===== src/rtl/banked_ram_pkg.sv =====
package banked_ram_pkg;

    localparam int CPU_AW     = 16;
    localparam int CPU_DW     = 8;
    localparam int BANK_W     = 5;
    localparam int OFFS_W     = 14;
    localparam int REG_SPAN_W = 6;
    localparam int SRAM_AW    = BANK_W + OFFS_W;
    localparam int TAG_W      = CPU_AW - REG_SPAN_W;

    localparam logic [CPU_AW-1:0] REG_BASE   = 16'hCFC0;
    localparam logic [CPU_AW-1:0] ALIAS_BASE = 16'h0FC0;

    // Sampled CPU bus, active-high view
    typedef struct packed {
        logic [CPU_AW-1:0] addr;
        logic [CPU_DW-1:0] data;
        logic              rw;
        logic              phi2;
    } cpu_bus_t;

    // Select lines converted to active-high meaning
    typedef struct packed {
        logic window;
        logic slot_any;
        logic no_refresh;
    } sel_t;

    // Active-high RAM control bundle
    typedef struct packed {
        logic ce;
        logic oe;
        logic we;
        logic drive;
    } sram_ctl_t;

    typedef enum logic [1:0] {
        ACC_IDLE  = 2'd0,
        ACC_READ  = 2'd1,
        ACC_WRITE = 2'd2
    } acc_kind_t;

    function automatic logic in_region(input logic [CPU_AW-1:0] a,
                                       input logic [CPU_AW-1:0] base);
        return a[CPU_AW-1:REG_SPAN_W] == base[CPU_AW-1:REG_SPAN_W];
    endfunction

    function automatic logic reg_hit(input logic [CPU_AW-1:0] a,
                                     input logic alias_en);
        return in_region(a, REG_BASE) || (alias_en && in_region(a, ALIAS_BASE));
    endfunction

    function automatic logic [BANK_W-1:0] bank_of(input logic [CPU_DW-1:0] b);
        return b[BANK_W-1:0];
    endfunction

    function automatic logic [SRAM_AW-1:0] join_addr(input logic [BANK_W-1:0] bank,
                                                     input logic [CPU_AW-1:0] a);
        return {bank, a[OFFS_W-1:0]};
    endfunction

endpackage


===== src/rtl/phase_edge.sv =====
module phase_edge (
    input  logic clk,
    input  logic rst,
    input  logic phase_in,
    output logic phase_fall
);
    logic phase_q;

    always_ff @(posedge clk) begin
        if (rst) phase_q <= 1'b0;
        else     phase_q <= phase_in;
    end

    assign phase_fall = phase_q && !phase_in;
endmodule


===== src/rtl/bank_latch.sv =====
module bank_latch #(
    parameter int W = 5
) (
    input  logic         clk,
    input  logic         rst,
    input  logic         load,
    input  logic [W-1:0] din,
    output logic [W-1:0] bank
);
    always_ff @(posedge clk) begin
        if (rst)       bank <= '0;
        else if (load) bank <= din;
    end
endmodule


===== src/rtl/window_ctrl.sv =====
module window_ctrl
    import banked_ram_pkg::*;
(
    input  sel_t      sel,
    input  cpu_bus_t  bus,
    input  logic      reg_access,
    output acc_kind_t kind,
    output sram_ctl_t ctl
);
    logic enabled;

    assign enabled = sel.window && sel.slot_any && sel.no_refresh && !reg_access;

    always_comb begin
        kind = ACC_IDLE;
        if (enabled) kind = bus.rw ? ACC_READ : ACC_WRITE;
    end

    always_comb begin
        ctl       = '0;
        ctl.ce    = enabled;
        unique case (kind)
            ACC_READ: begin
                ctl.oe    = 1'b1;
                ctl.drive = 1'b1;
            end
            ACC_WRITE: ctl.we = bus.phi2;
            default: ;
        endcase
    end
endmodule


===== src/rtl/banked_ram_window.sv =====
module banked_ram_window
    import banked_ram_pkg::*;
#(
    parameter int AW = CPU_AW,
    parameter int DW = CPU_DW,
    parameter int BW = BANK_W,
    localparam int RAW = BW + OFFS_W
) (
    input  logic          clk,
    input  logic          rst,
    input  logic [AW-1:0] cpu_addr,
    input  logic [DW-1:0] cpu_data,
    input  logic          cpu_rw,
    input  logic          cpu_phi2,
    input  logic          win_sel_n,
    input  logic          slot2_sel_n,
    input  logic          slot3_sel_n,
    input  logic          refresh_n,
    input  logic          cfg_alias_en,
    output logic [RAW-1:0] sram_addr,
    output logic          sram_ce_n,
    output logic          sram_oe_n,
    output logic          sram_we_n,
    output logic          data_drive_en
);
    cpu_bus_t    bus;
    sel_t        sel;
    sram_ctl_t   ctl;
    acc_kind_t   kind;
    logic        phi2_fall;
    logic        hit;
    logic        load;
    logic [BW-1:0] bank;

    assign bus.addr = cpu_addr;
    assign bus.data = cpu_data;
    assign bus.rw   = cpu_rw;
    assign bus.phi2 = cpu_phi2;

    assign sel.window     = !win_sel_n;
    assign sel.slot_any   = !(slot2_sel_n && slot3_sel_n);
    assign sel.no_refresh = refresh_n;

    assign hit  = reg_hit(bus.addr, cfg_alias_en);
    assign load = phi2_fall && !bus.rw && hit;

    phase_edge u_edge (
        .clk       (clk),
        .rst       (rst),
        .phase_in  (bus.phi2),
        .phase_fall(phi2_fall)
    );

    bank_latch #(.W(BW)) u_bank (
        .clk (clk),
        .rst (rst),
        .load(load),
        .din (bank_of(bus.data)),
        .bank(bank)
    );

    window_ctrl u_win (
        .sel       (sel),
        .bus       (bus),
        .reg_access(hit),
        .kind      (kind),
        .ctl       (ctl)
    );

    assign sram_addr     = join_addr(bank, bus.addr);
    assign sram_ce_n     = !ctl.ce;
    assign sram_oe_n     = !ctl.oe;
    assign sram_we_n     = !ctl.we;
    assign data_drive_en = ctl.drive;
endmodule


===== config.mk =====
export PLATFORM = sky130hd
export DESIGN_NAME = banked_ram_window
export DESIGN_NICKNAME = d
export VERILOG_FILES = /design/src/rtl/banked_ram_pkg.sv /design/src/rtl/phase_edge.sv /design/src/rtl/bank_latch.sv /design/src/rtl/window_ctrl.sv /design/src/rtl/banked_ram_window.sv
export SDC_FILE = /design/constraint.sdc
export NUM_CORES = 1
export LEC_CHECK = 0
export ABC_AREA = 0
export BUFFER_PORTS_ARGS = -buffer_cell sky130_fd_sc_hd__buf_2
export CAP_MARGIN = 20
export CORE_MARGIN = 3
export CORE_UTILIZATION = 31
export CTS_CLUSTER_DIAMETER = 50
export CTS_CLUSTER_SIZE = 10
export DETAILED_ROUTE_END_ITERATION = 7
export PLACE_DENSITY = 0.77
export SLEW_MARGIN = 20
export SYNTH_ARGS = -nofsm -noshare
export SYNTH_HDL_FRONTEND = slang
export SYNTH_HIERARCHICAL = 1
export SYNTH_SLANG_ARGS = --single-unit

===== constraint.sdc =====
create_clock -name clk -period 1.4 [get_ports clk]
set_input_delay 0.07 -clock clk [delete_from_list [all_inputs] [get_ports clk]]
set_output_delay 0.07 -clock clk [all_outputs]
set_load 0.005 [all_outputs]

# After elaboration in Yosys (flattened, before gate mapping)

Index checks and enable logic that the tools add are counted.

Input port bits: 33
Word-level logic and storage cells: 27
Register bits after elaboration: 6
Output and inout bits: 23

Muxes and demuxes: 4
Reductions and logical operators: 17
Eq/ne operators: 4

Operators with widths:

| kind                   | number |
|---|---|
| $eq A10 B10 Y1 const B | 1 |
| $eq A10 B6 Y1 const B  | 1 |
| $logic_and A1 B1 Y1    | 8 |
| $logic_not A1 Y1       | 8 |
| $mux W2                | 2 |
| $eq A2 B1 Y1 const B   | 1 |
| $eq A2 B2 Y1 const B   | 1 |
| $mux W1                | 2 |
| $logic_or A1 B1 Y1     | 1 |

# Logic depth before layout (Yosys ltp)

Word-level depth: 9
Mapped depth: 6
Depth with buffers taken out: 5

# Cells and area by module

Netlist, hierarchy kept.

Modules (own cells, without submodules):

| module            | cells an instance | seq. area each (um^2) | area an instance (um^2) | times used |
|---|---|---|---|---|
| banked_ram_window | 26                | 0.0                   | 182.7                   | 1 |
| bank_latch        | 16                | 100.1                 | 180.2                   | 1 |
| window_ctrl       | 8                 | 0.0                   | 66.3                    | 1 |
| phase_edge        | 3                 | 20.0                  | 35.0                    | 1 |

# Worst setup path after synthesis

OpenSTA, ideal clock, no wires.

Path type: in2out
From: input cpu_addr[15]
To: output sram_oe_n
Cell stages on the path: 6
Path buffers: 1
Required time: 1330 ps
Setup slack: 67 ps
Data arrival time: 1263 ps
Path through: or3b_1 a211oi_1 and3b_1 and3_2 buf_4 inv_1

Word-level cells in the longest chain between the ends: 9
Elaborated cells between the ends (all ways): 10

RTL lines:

| element                 | line                    | RTL |
|---|---|---|
| start: declaration      | banked_ram_window.sv:11 | `input logic [AW-1:0] cpu_addr,` |
| $eq A10 B6 Y1           | banked_ram_pkg.sv:45    | `return a[CPU_AW-1:REG_SPAN_W] == base[CPU_AW-1:REG_SPAN_W];` |
| $logic_and A1 B1 Y1     | banked_ram_pkg.sv:50    | `return in_region(a, REG_BASE) \|\| (alias_en && in_region(a, ALIAS_BASE));` |
| $logic_or A1 B1 Y1 (*)  | banked_ram_pkg.sv:50    |  |
| via hit                 | banked_ram_window.sv:31 | `logic hit;` |
| $logic_not A1 Y1 (*)    | window_ctrl.sv:12       | `assign enabled = sel.window && sel.slot_any && sel.no_refresh && !reg_access;` |
| $logic_and A1 B1 Y1 (*) | window_ctrl.sv:12       |  |
| $mux W2 (*)             | window_ctrl.sv:16       | `if (enabled) kind = bus.rw ? ACC_READ : ACC_WRITE;` |
| $eq A2 B1 Y1 (*)        | --                      |  |
| $mux W1 (*)             | --                      |  |
| via data_drive_en       | banked_ram_window.sv:24 | `output logic data_drive_en` |
| $logic_not A1 Y1 (*)    | banked_ram_window.sv:72 | `assign sram_oe_n = !ctl.oe;` |
| end: declaration        | banked_ram_window.sv:22 | `output logic sram_oe_n,` |

Mark *: on every way through the listed nets, which the timed path passes. The rest lies on a longest branch.

# Worst setup path after layout

From: input cpu_addr[14]
To: output sram_oe_n

Word-level cells in the longest chain between the ends: 9
Elaborated cells between the ends (all ways): 10

RTL lines:

| element                 | line                    | RTL |
|---|---|---|
| $eq A10 B6 Y1           | banked_ram_pkg.sv:45    |  |
| $logic_and A1 B1 Y1     | banked_ram_pkg.sv:50    |  |
| $logic_or A1 B1 Y1 (*)  | banked_ram_pkg.sv:50    |  |
| via hit                 | banked_ram_window.sv:31 |  |
| $logic_not A1 Y1 (*)    | window_ctrl.sv:12       |  |
| $logic_and A1 B1 Y1 (*) | window_ctrl.sv:12       |  |
| $mux W2 (*)             | window_ctrl.sv:16       |  |
| $eq A2 B1 Y1 (*)        | window_ctrl.sv:22       | `unique case (kind)` |
| $mux W1 (*)             | window_ctrl.sv:22       |  |
| $logic_not A1 Y1 (*)    | banked_ram_window.sv:72 |  |

Marks and branches as above.

==> key figures <==
Detailed routing
  • Detailed Routing Iterations Pass 1: 2
  • Drc violations: 0
  • Initial drt markers: 1
  • Routed len/inst: a little under 10 µm
  • Final WL: slightly above 900 µm
  • Post-DRT Antenna Nets: 0
  • DR vias/cell: 4.50
  • Vias: ~420

STA
  • Fin crit share: ~96%
  • Count of final setup violators: 0
  • Slew HR: between 80 and 90%
  • WHS: between 0.06 and 0.07 ns
  • Hold Fails Final Rpt: 0
  • Clk_skew: 0.00370 ns
  • Worst Tran Pin Value: between 0.2 and 0.25 ns
  • FMAX: between 0.7 and 0.8 GHz
  • Crit path time final: around 1.3 ns
  • Pins over their slew limit: 0
  • Unrepaired setup endpoints after global routing: yes

CTS
  • TritonCTS clock tree: yes
  • CTS Sinks: 6
  • Clk buf depth: 2
  • Clock Latency Late Sink: around 0.24 ns
  • Cts bufs inserted: 3
  • H-tree Lvls: 1
  • Clk slew on worst S/H paths: around 0.040 ns
  • Hold Buf Count CTS: 0
  • Clk root buf: clkbuf_4

Synth
  • Mapped Cells: 51
  • Synthesized area: between 400 and 500 µm²
  • Yosys Warn Count: 6
  • Syn Area/Cell: 8.76 µm²
  • Syn_nets: 84

Finish
  • Area delta synth->final: 33.9%
  • Commonest cells after routing, fill and taps aside: buf_2, dfxtp_1, mux2i_1, nor2_1, clkbuf_4
  • Commonest non-fill, non-tap cell in the layout: buf_2
  • # nets final: about 110
  • Layout cell share with drive strength beyond 1: slightly below 70%
  • Diode count: 0

Floorplan
  • Placeable core area: approximately 1300 µm²
  • I/O Pins: 56
  • Initial core utilization: about a third
  • # rows: 13
  • Chip width: between 40 and 50 µm
  • Die Y: between 40 and 50 µm
  • Die area: roughly 1900 µm²

Global routing
  • Vias in the first global route: around 360
  • First-pass GRT wire length: 1.34 mm
  • GRT Total Usage: 9.23%
  • Largest net degree at the start of global routing: 7
  • Initial antenna violation count: 0
  • Grt ovf: 0

Power
  • Clock share of power: between 30% and 40%
  • Int Power: about 320 µW
  • VDD IR-drop max: 0.454 mV
  • Final total power: between 400 and 500 µW
  • Switching Fraction: 22.4%
  • Power Density: between 600 and 700 nW/µm²
  • Sequential share of power: a little over two fifths
  • Pleak: around 0.30 nW
  • Combinational power share: ~20%
  • Net switching power: slightly above 90 µW

Setup path
  • Reg2Reg Depth: 6
  • Critical path required time: 1.33 ns
  • CP startpoint: cpu_addr[14]
  • Crit. End Element: output pin
  • Reg-to-reg critical path endpoint: u_bank/bank[3]$_SDFFE_PP0P_
  • CP Max Fanout: 3
  • Startpoint types: input pin
  • Setup slack, reg-to-reg: roughly 0.15 ns
  • Worst setup path class: in2out
  • Crit path to: sram_oe_n
  • Critical Path AT: approximately 1.3 ns
  • Reg2Reg Launch Point: u_edge/phase_q$_SDFF_PP0_

Run status
  • Status: finished clean

Worst hold path
  • Hold Crit Class: in2reg

Run
  • Max cap viols: 0

Placement
  • Final HPWL DP: 800 µm
  • Routability Congestion: around 0.65
  • Port bufs: 40
## flip-flops by register name, indices dropped and copies added (netlist names)
| signal | count |
|---|---|
| u_bank/bank | 5 |
| u_edge/phase_q | 1 |
## worst min-delay path by stage
stage | to | slack [ns] | from | cells after the start
2_1_floorplan | u_edge/phase_q$_SDFF_PP0_ | 0.14 | rst | 1
3_3_place_gp | sram_addr[5] | 0.14 | cpu_addr[5] | 0
3_5_place_dp | sram_addr[5] | 0.14 | cpu_addr[5] | 0
4_1_cts | u_edge/phase_q$_SDFF_PP0_ | 0.06 | rst | 2
5_1_grt | u_bank/bank[1]$_SDFFE_PP0P_ | 0.07 | cpu_data[1] | 3
6_report | u_edge/phase_q$_SDFF_PP0_ | 0.07 | rst | 2
## power groups by stage
stage	registers, mW	clock network [mW]	logic [mW]
after floorplan	0.176	0	0.0522
after detailed placement	0.176	0	0.0722
after global placement	0.176	0	0.0702
after CTS	0.173	0.165	0.0789
after global routing	0.173	0.174	0.0881
final	0.173	0.155	0.0799
## worst max-delay path, stage by stage
cell and delay [ns]:
buf_2 0.10, or3b_4 0.39, a211oi_2 0.16, and3b_2 0.24, and3_4 0.18, inv_2 0.03
buf_2 0.09
## layer usage
metal  global-route usage (%)  wire, µm
met4                     6.02        19
met2                     15.4       441
met5                        0         0
met1                     9.85       318
met3                     2.90       147
## through the flow
stage | std cells | setup slack [ns] | utilization, % | TNS [ns] | instance area, µm²
global route | 94 | -0.0196 | 44.8 | -0.0288 | 598
CTS | 94 | 0.000759 | 43.9 | 0 | 586
global placement | 90 | -0.0415 | 40.6 | -0.210 | 542
finish | 94 | 0.0549 | 44.8 | 0 | 598
detailed placement | 90 | -0.0689 | 40.6 | -0.334 | 542
floorplan | 51 | 0.0869 | - | 0 | 447
## final cells by class
type / instances / area, µm²
multi-input combinational: 24 / 206
tap: 15 / 18.8
inverter: 4 / 15.0
sequential: 6 / 120
timing repair buffer: 42 / 215
clock buffer: 3 / 22.5
fill: 143 / 736
## timing repair
item / 4_1_cts / 5_1_grt
resized for setup: 6 / 2
pin swaps: 3 / 2
buffers inserted: 1 / 0
setup endpoints to repair: 5 / 6
(Power assumes the default switching activity.)
